==> src/rtl/rowpkt_pkg.sv <==
package rowpkt_pkg;

  localparam int unsigned ID_W = 5;
  localparam int unsigned OP_W = 11;

  typedef enum logic [1:0] {
    PWR_ATTN = 2'd0,
    PWR_STBY = 2'd1,
    PWR_NAP  = 2'd2,
    PWR_PDN  = 2'd3
  } pwr_e;

  typedef struct packed {
    logic act;
    logic pre;
    logic refa;
    logic cal;
    logic calen;
    logic pdn;
    logic nap;
    logic napc;
    logic rlx;
    logic attn;
    logic illegal;
  } cmd_t;

endpackage

==> src/rtl/rowpkt_devmatch.sv <==
module rowpkt_devmatch
  import rowpkt_pkg::*;
(
  input  logic [ID_W-1:0] dev_id,
  input  logic            sel_hi_t,
  input  logic            sel_hi_f,
  input  logic [ID_W-2:0] sel_lo,
  output logic            hit,
  output logic            bcast
);

  always_comb begin
    hit   = 1'b0;
    bcast = 1'b0;
    unique case ({sel_hi_t, sel_hi_f})
      2'b11: begin
        hit   = 1'b1;
        bcast = 1'b1;
      end
      2'b01:   hit = (dev_id == {1'b0, sel_lo});
      2'b10:   hit = (dev_id == {1'b1, sel_lo});
      default: hit = 1'b0;
    endcase
  end

endmodule

==> src/rtl/rowpkt_opdec.sv <==
module rowpkt_opdec
  import rowpkt_pkg::*;
(
  input  logic            is_act,
  input  logic [OP_W-1:0] op,
  output cmd_t            cmd
);

  logic low_zero;
  logic f_pre, f_refp, f_refa, f_pwr, f_cal, f_calen, f_zero, legal;

  always_comb begin
    low_zero = (op[2:0] == 3'b000);
    f_pre    = low_zero && (op[10:6] == 5'b11000);
    f_refp   = low_zero && (op[10:4] == 7'b1010100);
    f_refa   = low_zero && (op[10:4] == 7'b0001100);
    f_pwr    = low_zero && (op[8:6] == 3'b000) &&
               ((op[10:9] == 2'b00) || (op[10:9] == 2'b11));
    f_cal    = (op[10:3] == 8'd0) && (op[2:0] == 3'b001);
    f_calen  = (op[10:3] == 8'd0) && (op[2:0] == 3'b010);
    f_zero   = (op == '0);
    legal    = f_pre | f_refp | f_refa | f_pwr | f_cal | f_calen;

    cmd = '0;
    if (is_act) begin
      cmd.act = 1'b1;
    end else if (!legal) begin
      cmd.illegal = 1'b1;
    end else begin
      cmd.pre   = f_pre | f_refp;
      cmd.refa  = f_refa;
      cmd.cal   = f_cal;
      cmd.calen = f_calen;
      cmd.pdn   = f_pwr && (op[5:4] == 2'b01);
      cmd.nap   = f_pwr && (op[5:4] == 2'b10);
      cmd.napc  = f_pwr && (op[5:4] == 2'b11);
      cmd.rlx   = low_zero && op[3];
      cmd.attn  = low_zero && !op[3] && !f_zero;
    end
  end

endmodule

==> src/rtl/rowpkt_pwrfsm.sv <==
module rowpkt_pwrfsm
  import rowpkt_pkg::*;
(
  input  logic clk,
  input  logic rst_n,
  input  logic en,
  input  cmd_t cmd,
  input  logic bcast,
  output pwr_e state
);

  pwr_e state_q, state_d;

  always_comb begin
    state_d = state_q;
    if (en) begin
      if (cmd.act)                                state_d = PWR_ATTN;
      else if (cmd.pdn)                           state_d = PWR_PDN;
      else if (cmd.nap)                           state_d = PWR_NAP;
      else if (cmd.napc && state_q == PWR_ATTN)   state_d = PWR_NAP;
      else if (cmd.rlx)                           state_d = PWR_STBY;
      else if (cmd.attn && !(bcast && state_q == PWR_STBY))
                                                  state_d = PWR_ATTN;
    end
  end

  always_ff @(posedge clk or negedge rst_n) begin
    if (!rst_n)  state_q <= PWR_STBY;
    else if (en) state_q <= state_d;
  end

  assign state = state_q;

endmodule

==> src/rtl/rowpkt_refctr.sv <==
module rowpkt_refctr #(
  parameter int unsigned ROW_W = 9
) (
  input  logic             clk,
  input  logic             rst_n,
  input  logic             bump,
  output logic [ROW_W-1:0] count
);

  logic [ROW_W-1:0] cnt_q, cnt_d;

  always_comb cnt_d = cnt_q + {{(ROW_W-1){1'b0}}, 1'b1};

  always_ff @(posedge clk or negedge rst_n) begin
    if (!rst_n)    cnt_q <= '0;
    else if (bump) cnt_q <= cnt_d;
  end

  assign count = cnt_q;

endmodule

==> src/rtl/rowpkt_decoder.sv <==
module rowpkt_decoder
  import rowpkt_pkg::*;
#(
  parameter int unsigned BANK_W = 5,
  parameter int unsigned ROW_W  = 9
) (
  input  logic              clk,
  input  logic              rst_n,
  input  logic [4:0]        dev_id,
  input  logic              pkt_valid,
  input  logic              sel_hi_t,
  input  logic              sel_hi_f,
  input  logic [3:0]        sel_lo,
  input  logic              is_act,
  input  logic [BANK_W-1:0] bank,
  input  logic [ROW_W-1:0]  row,
  input  logic [10:0]       op,
  output logic              act_o,
  output logic              pre_o,
  output logic              refa_o,
  output logic              cal_o,
  output logic              calen_o,
  output logic              pdn_o,
  output logic              nap_o,
  output logic              napc_o,
  output logic              rlx_o,
  output logic              attn_o,
  output logic              illegal_o,
  output logic [BANK_W-1:0] bank_o,
  output logic [ROW_W-1:0]  row_o,
  output logic [1:0]        pwr_o,
  output logic [ROW_W-1:0]  refrow_o
);

  localparam logic [BANK_W-1:0] BANK_TOP = {BANK_W{1'b1}};

  logic             hit, bcast, take, take_ok, bump;
  cmd_t             cmd, strb_q, strb_d;
  pwr_e             pwr_state;
  logic [ROW_W-1:0] ref_row, row_d;

  rowpkt_devmatch u_match (
    .dev_id   (dev_id),
    .sel_hi_t (sel_hi_t),
    .sel_hi_f (sel_hi_f),
    .sel_lo   (sel_lo),
    .hit      (hit),
    .bcast    (bcast)
  );

  rowpkt_opdec u_dec (
    .is_act (is_act),
    .op     (op),
    .cmd    (cmd)
  );

  always_comb begin
    take    = pkt_valid && hit;
    take_ok = take && !cmd.illegal;
    bump    = take_ok && cmd.refa && (bank == BANK_TOP);
    strb_d  = take ? cmd : '0;
    row_d   = cmd.refa ? ref_row : row;
  end

  rowpkt_pwrfsm u_pwr (
    .clk   (clk),
    .rst_n (rst_n),
    .en    (take_ok),
    .cmd   (cmd),
    .bcast (bcast),
    .state (pwr_state)
  );

  rowpkt_refctr #(.ROW_W(ROW_W)) u_ref (
    .clk   (clk),
    .rst_n (rst_n),
    .bump  (bump),
    .count (ref_row)
  );

  always_ff @(posedge clk or negedge rst_n) begin
    if (!rst_n) strb_q <= '0;
    else        strb_q <= strb_d;
  end

  always_ff @(posedge clk or negedge rst_n) begin
    if (!rst_n) begin
      bank_o <= '0;
      row_o  <= '0;
    end else if (take_ok) begin
      bank_o <= bank;
      row_o  <= row_d;
    end
  end

  assign act_o     = strb_q.act;
  assign pre_o     = strb_q.pre;
  assign refa_o    = strb_q.refa;
  assign cal_o     = strb_q.cal;
  assign calen_o   = strb_q.calen;
  assign pdn_o     = strb_q.pdn;
  assign nap_o     = strb_q.nap;
  assign napc_o    = strb_q.napc;
  assign rlx_o     = strb_q.rlx;
  assign attn_o    = strb_q.attn;
  assign illegal_o = strb_q.illegal;
  assign pwr_o     = pwr_state;
  assign refrow_o  = ref_row;

endmodule

==> config.mk <==
export PLATFORM = sky130hd
export DESIGN_NAME = rowpkt_decoder
export DESIGN_NICKNAME = d
export VERILOG_FILES = /design/src/rtl/rowpkt_pkg.sv /design/src/rtl/rowpkt_devmatch.sv /design/src/rtl/rowpkt_opdec.sv /design/src/rtl/rowpkt_pwrfsm.sv /design/src/rtl/rowpkt_refctr.sv /design/src/rtl/rowpkt_decoder.sv
export SDC_FILE = /design/constraint.sdc
export NUM_CORES = 1
export LEC_CHECK = 0
export BUFFER_PORTS_ARGS = -buffer_cell sky130_fd_sc_hd__buf_2
export CORE_MARGIN = 5
export CORE_UTILIZATION = 40
export CTS_BUF_LIST = sky130_fd_sc_hd__clkbuf_16
export DETAILED_ROUTE_END_ITERATION = 10
export GPL_ROUTABILITY_DRIVEN = 0
export PLACE_DENSITY = 0.7
export SLEW_MARGIN = 10
export SYNTH_ARGS = -nofsm -noshare
export SYNTH_HDL_FRONTEND = slang
export SYNTH_SLANG_ARGS = --single-unit
==> constraint.sdc <==
create_clock -name clk -period 1.99 [get_ports clk]
set_input_delay 0.0995 -clock clk [delete_from_list [all_inputs] [get_ports clk]]
set_output_delay 0.0995 -clock clk [all_outputs]
set_load 0.02 [all_outputs]
== Word level (Yosys, flattened, before mapping) ==
Cells that the tools add are included.
Storage, ports and cells
  register bits after elaboration: 36
  bits of input ports: 40
  logic and storage cells: 84
Operators by class
  $add $sub $neg: 1
  equal/unequal tests: 16
  mux-type cells: 14
  bitwise operators: 5
  reduce and logical (&&, ||, !) cells: 33
Operators by type and width (number)
  1-bit logical AND: 20
  9-bit two-way mux: 2
  2-bit two-way mux: 6
  11-bit logical NOT: 1
  11-bit two-way mux: 1
  2-bit equality test, second input constant: 5
  5-bit equality test, second input constant: 2
  10-bit two-way mux: 1
  9-bit by 1-bit adder with 9-bit output, second input constant: 1
  8-bit logical NOT: 1
  7-bit by 4-bit equality test with 1-bit output, second input constant: 1
  7-bit equality test, second input constant: 1
  2-bit by 1-bit equality test with 1-bit output, second input constant: 3
  3-bit logical NOT: 2
  6-bit nonzero test: 1
  5-bit by 4-bit equality test with 1-bit output: 1
  5-bit equality test: 1
  1-bit OR: 5
  1-bit logical NOT: 4
  2-bit logical NOT: 2
  3-bit by 1-bit equality test with 1-bit output, second input constant: 1
  3-bit by 2-bit equality test with 1-bit output, second input constant: 1
  1-bit two-way mux: 3
  1-bit one-hot mux with 3 select lines: 1
  2 further kinds: 2

== Longest topological paths before layout ==
  word-level depth: 16
  gate-level depth with buffers: 8
  depth with buffers taken out: 7

== Cells and area by module ==
Synthesis repeated with hierarchy kept, for this count alone.
Second synthesis, totals
  cells, all modules: 166
  area, all modules: 1978.1 um^2
By module, submodules not included
  rowpkt_decoder: times used 1, cells an instance 67, area an instance 1058.5 um^2, seq. area each 625.6 um^2
  rowpkt_refctr: times used 1, cells an instance 29, area an instance 387.9 um^2, seq. area each 225.2 um^2
  rowpkt_opdec: times used 1, cells an instance 39, area an instance 259.0 um^2, seq. area each 0.0 um^2
  rowpkt_devmatch: times used 1, cells an instance 17, area an instance 138.9 um^2, seq. area each 0.0 um^2
  rowpkt_pwrfsm: times used 1, cells an instance 14, area an instance 133.9 um^2, seq. area each 51.3 um^2

== Least setup slack after synthesis ==
No wires, ideal clock.
  path type: input-to-reg
  start point: input port op[9]
  end point: register u_pwr.state_q[0] (netlist: u_pwr.state[0])
  library setup time: 0.085 ns
  arrival time: 2.011 ns
  setup slack: -0.106 ns
  cell stages on the path: 7
  path through: inv_1 ha_1 or4_1 or4_1 o211a_1 a211oi_1 mux2_1
Between the ends
  longest elaborated chain between the ends: 14
  elaborated cells between the ends (all ways): 38
RTL lines
  start, declared: line rowpkt_decoder.sv:17  | input logic [10:0] op,
  7-bit equality test / 5-bit equality test (equally long branches): line rowpkt_opdec.sv:15, rowpkt_opdec.sv:14
  1-bit logical AND (on tied branches): line rowpkt_opdec.sv:15, rowpkt_opdec.sv:14
  1-bit OR (5 in series): line rowpkt_opdec.sv:22  | legal = f_pre | f_refp | f_refa | f_pwr | f_cal | f_calen;
  9-bit two-way mux: line rowpkt_opdec.sv:27  | end else if (!legal) begin
  10-bit two-way mux *: line rowpkt_opdec.sv:25  | if (is_act) begin
  2-bit two-way mux / 1-bit logical AND (equally long branches): line rowpkt_pwrfsm.sv:21, rowpkt_pwrfsm.sv:20
  2-bit two-way mux: line rowpkt_pwrfsm.sv:20  | else if (cmd.napc && state_q == PWR_ATTN) state_d = PWR_NAP;
  2-bit two-way mux: line rowpkt_pwrfsm.sv:19  | else if (cmd.nap) state_d = PWR_NAP;
  2-bit two-way mux: line rowpkt_pwrfsm.sv:18  | else if (cmd.pdn) state_d = PWR_PDN;
  2-bit two-way mux: line rowpkt_pwrfsm.sv:17  | if (cmd.act) state_d = PWR_ATTN;
  end signal, assigned: line rowpkt_pwrfsm.sv:29  | else if (en) state_q <= state_d;
  end, declared: line rowpkt_pwrfsm.sv:12  | pwr_e state_q, state_d;
Mark *: on every way between the ends. The rest lies on a longest branch, timed or not.
A chain may end at the register's enable or synchronous reset.

== Final worst setup path ==
Ends and elaborated chain as after synthesis.

==> reports/metrics.cfg <==
[run_status]
status=completed

[timing]
finClkSkew_ns=0.00277
hold_violations=0
setup_viol=0
rsz0062_at_grt=false
tns_ns=0
min_period_ns=1.88
worst_slew_pin_slew_ns=0.780
min_period_over_period_pct=94.7
timing.slew.headroom_pct=48.0
drv_slew=0
fmax_ghz=0.531

[clocking]
cts_buffer_depth=2
htreeDepth=2
cts_root_buf=clkbuf_16
cts.sinks=36
clk_latency_ns=0.27
cts_buffers=5
cts_tree=yes
path_clk_slew_ns=0.05

[routing]
drtAntennaViolNets=0
routedWlPerCell_um=13.6
wirelength_um=5160
first_pass_iters=4
viasPerCell=5.07
drt_iter0_markers=76
vias=1915
drc=0

[global_routing]
antenna_found_initial=0
grt_pass1_wl_um=8380
gr-total-overflow=0
grt_max_degree=37
track_usage_pct=16.7
grt_pass1_vias=1837

[final_layout]
layout.nets=355
design_area_um2=2880
drive_gt1_share_pct=44.7
seq_area_um2=902
fillCellCount=431
n_antenna_cell=0
syn2layout_area_growth_pct=44.9
multi_input_area_um2=1040

[yosys]
synth_ff_type=dfrtp_1
synthArstFlopShare_pct=100
synth-edff-count=0
synth.top_cell.area_share_pct=44.1
synthesis.yosys.warnings=0
synth-seq-area-share_pct=45.4
synth_cell_types=41
synthCells=200
synth_area_per_cell_um2=9.93
syn-cell-area_um2=1990
synth_area_leaders=dfrtp_1, mux2_2, nand2_1
synth.net_count=245
synth_top_cell_by_area=dfrtp_1
synth-seq-cells=36

[place]
placed_area_um2=2680
dp_hpwl_um=3940
port_buffers=75

[die]
fp.coreArea_um2=4790
dieArea_um2=6470
initial_core_util_pct=41.5
dieHeight_um=80.5
rows=25
io_pins=76
die_w_um=80.5

[power]
powerDensity_nw_per_um2=751
power_w=0.00216
p_leak_nw=1.53
ir_drop_v=0.000654

[critical_path]
crit_arrival_ns=2.08
rrSetupSlack_ns=0.15
crit_fanout=3
crit_required_ns=2.18
path_class=in2reg
cp-end-kind=register
worstSetupStartpointType=input port

[job]
drv_cap=0

[worst_hold_path]
worstHoldPathType=in2reg

-- layout by cell type, fill, tap and decap left out, drive strengths merged, types with 3 or more instances in the layout --
cell type	instances
buf	109
nand2	36
dfrtp	35
mux2	16
xor2	12
nor3	11
inv	9
nor4	9
nor2	9
clkbuf	5
a211oi	5
ha	5
or3	4
and3	4
nand4	4
a21oi	4
or4	3
-- synth_stat cells (2+ instances only) --
| library cell | instances |
|---|---|
| nor2b_1 | 2 |
| a211oi_1 | 5 |
| and3_1 | 4 |
| or3_1 | 4 |
| or4_1 | 3 |
| nand2_1 | 36 |
| xor2_1 | 12 |
| nor4_1 | 9 |
| a2111o_1 | 2 |
| o21ai_0 | 2 |
| dfrtp_1 | 35 |
| inv_1 | 9 |
| o211a_1 | 2 |
| nand3_1 | 2 |
| nand4_1 | 4 |
| nor2_1 | 9 |
| buf_4 | 2 |
| and3b_1 | 2 |
| mux2_2 | 15 |
| ha_1 | 5 |
| nand3b_1 | 2 |
| a21oi_1 | 3 |
| nor3_1 | 11 |
| clkbuf_1 | 3 |
-- path summary, 6_finish.rpt --
check / depth (start not counted) / from / to
worst max-delay path: 8 / op[9] / u_pwr.state[0]$_DFFE_PN1P_
worst min-delay path: 2 / bank[0] / bank_o[0]$_DFFE_PN0P_
worst max register to register: 5 / u_pwr.state[1]$_DFFE_PN0P_ / u_pwr.state[0]$_DFFE_PN1P_
worst min register to register: 1 / u_ref.count[8]$_DFFE_PN0P_ / u_ref.count[8]$_DFFE_PN0P_
max in group asynchronous: 2 / rst_n / act_o$_DFF_PN0_
min in group asynchronous: 2 / rst_n / row_o[7]$_DFFE_PN0P_
-- where the power goes --
group / switching [W] / total, W / internal (W) / leakage, nW
Combinational: 0.000252 / 0.000459 / 0.000207 / 0.981
Clock: 0.000274 / 0.000855 / 0.000581 / 0.0789
Sequential: 0.0000338 / 0.000846 / 0.000812 / 0.468
Total: 0.000559 / 0.00216 / 0.00160 / 1.53
-- through the flow --
stage / hold WS (ns) / setup slack [ns] / utilization, % / instances
6_report: 0.0698 / 0.106 / 60.1 / 378
5_1_grt: 0.0681 / 0.0192 / 60.1 / 378
4_1_cts: 0.0682 / 0.0576 / 59.5 / 377
3_5_place_dp: 0.228 / -0.224 / 55.9 / 368
3_3_place_gp: 0.232 / -0.183 / 55.9 / 368
2_1_floorplan: -0.196 / 0.00324 / - / 200
-- sequential cells by signal (all words and copies together), names as in the netlist, 2 cells and up --
signal       flops
row_o            9
u_pwr.state      2
u_ref.count      9
bank_o           5
-- routing by layer --
metal  track usage [%]  vias to the layer above  wire [µm]
met5                 0                        -          0
met4              6.76                        0         92
met3              4.60                        9        445
met2              25.8                       77       2360
met1              21.8                      891       2260
li1                  -                      938          -
-- cell type report --
| cell class | instances | area share [%] |
|---|---|---|
| sequential | 36 | 31.4 |
| timing repair buffer | 110 | 22.7 |
| clock buffer | 5 | 4.35 |
| clock inverter | 3 | 1.30 |
| tap | 67 | 2.91 |
| inverter | 9 | 1.17 |
| multi-input combinational | 148 | 36.2 |
-- kinds of logic after synthesis --
logic type,Yosys count,share of synthesized area (%)
buffers and inverters,16,3.84
AND/OR/NAND/NOR,94,24.6
multiplexers,16,9.07
adder cells (fa/ha/maj),5,3.15
XOR/XNOR,13,5.73
AO/OA/AOI/OAI,20,8.19
flip-flops,36,45.4
-- worst max-delay path: stages --
cell and delay [ns]:
buf_2 0.11, inv_1 0.12, ha_4 0.23, or4_4 0.42, or4_4 0.43, o211a_1 0.13
a211oi_2 0.19, mux2_1 0.34
-- timing repair --
item | 4_1_cts | 5_1_grt
setup buffers | 0 | 1
hold endpoints to repair | 35 | 0
endpoints found under the setup margin | 0 | 2
hold buffers | 1 | 0
resized for setup | 0 | 3
Note: power is estimated with default switching activity, not from simulation.
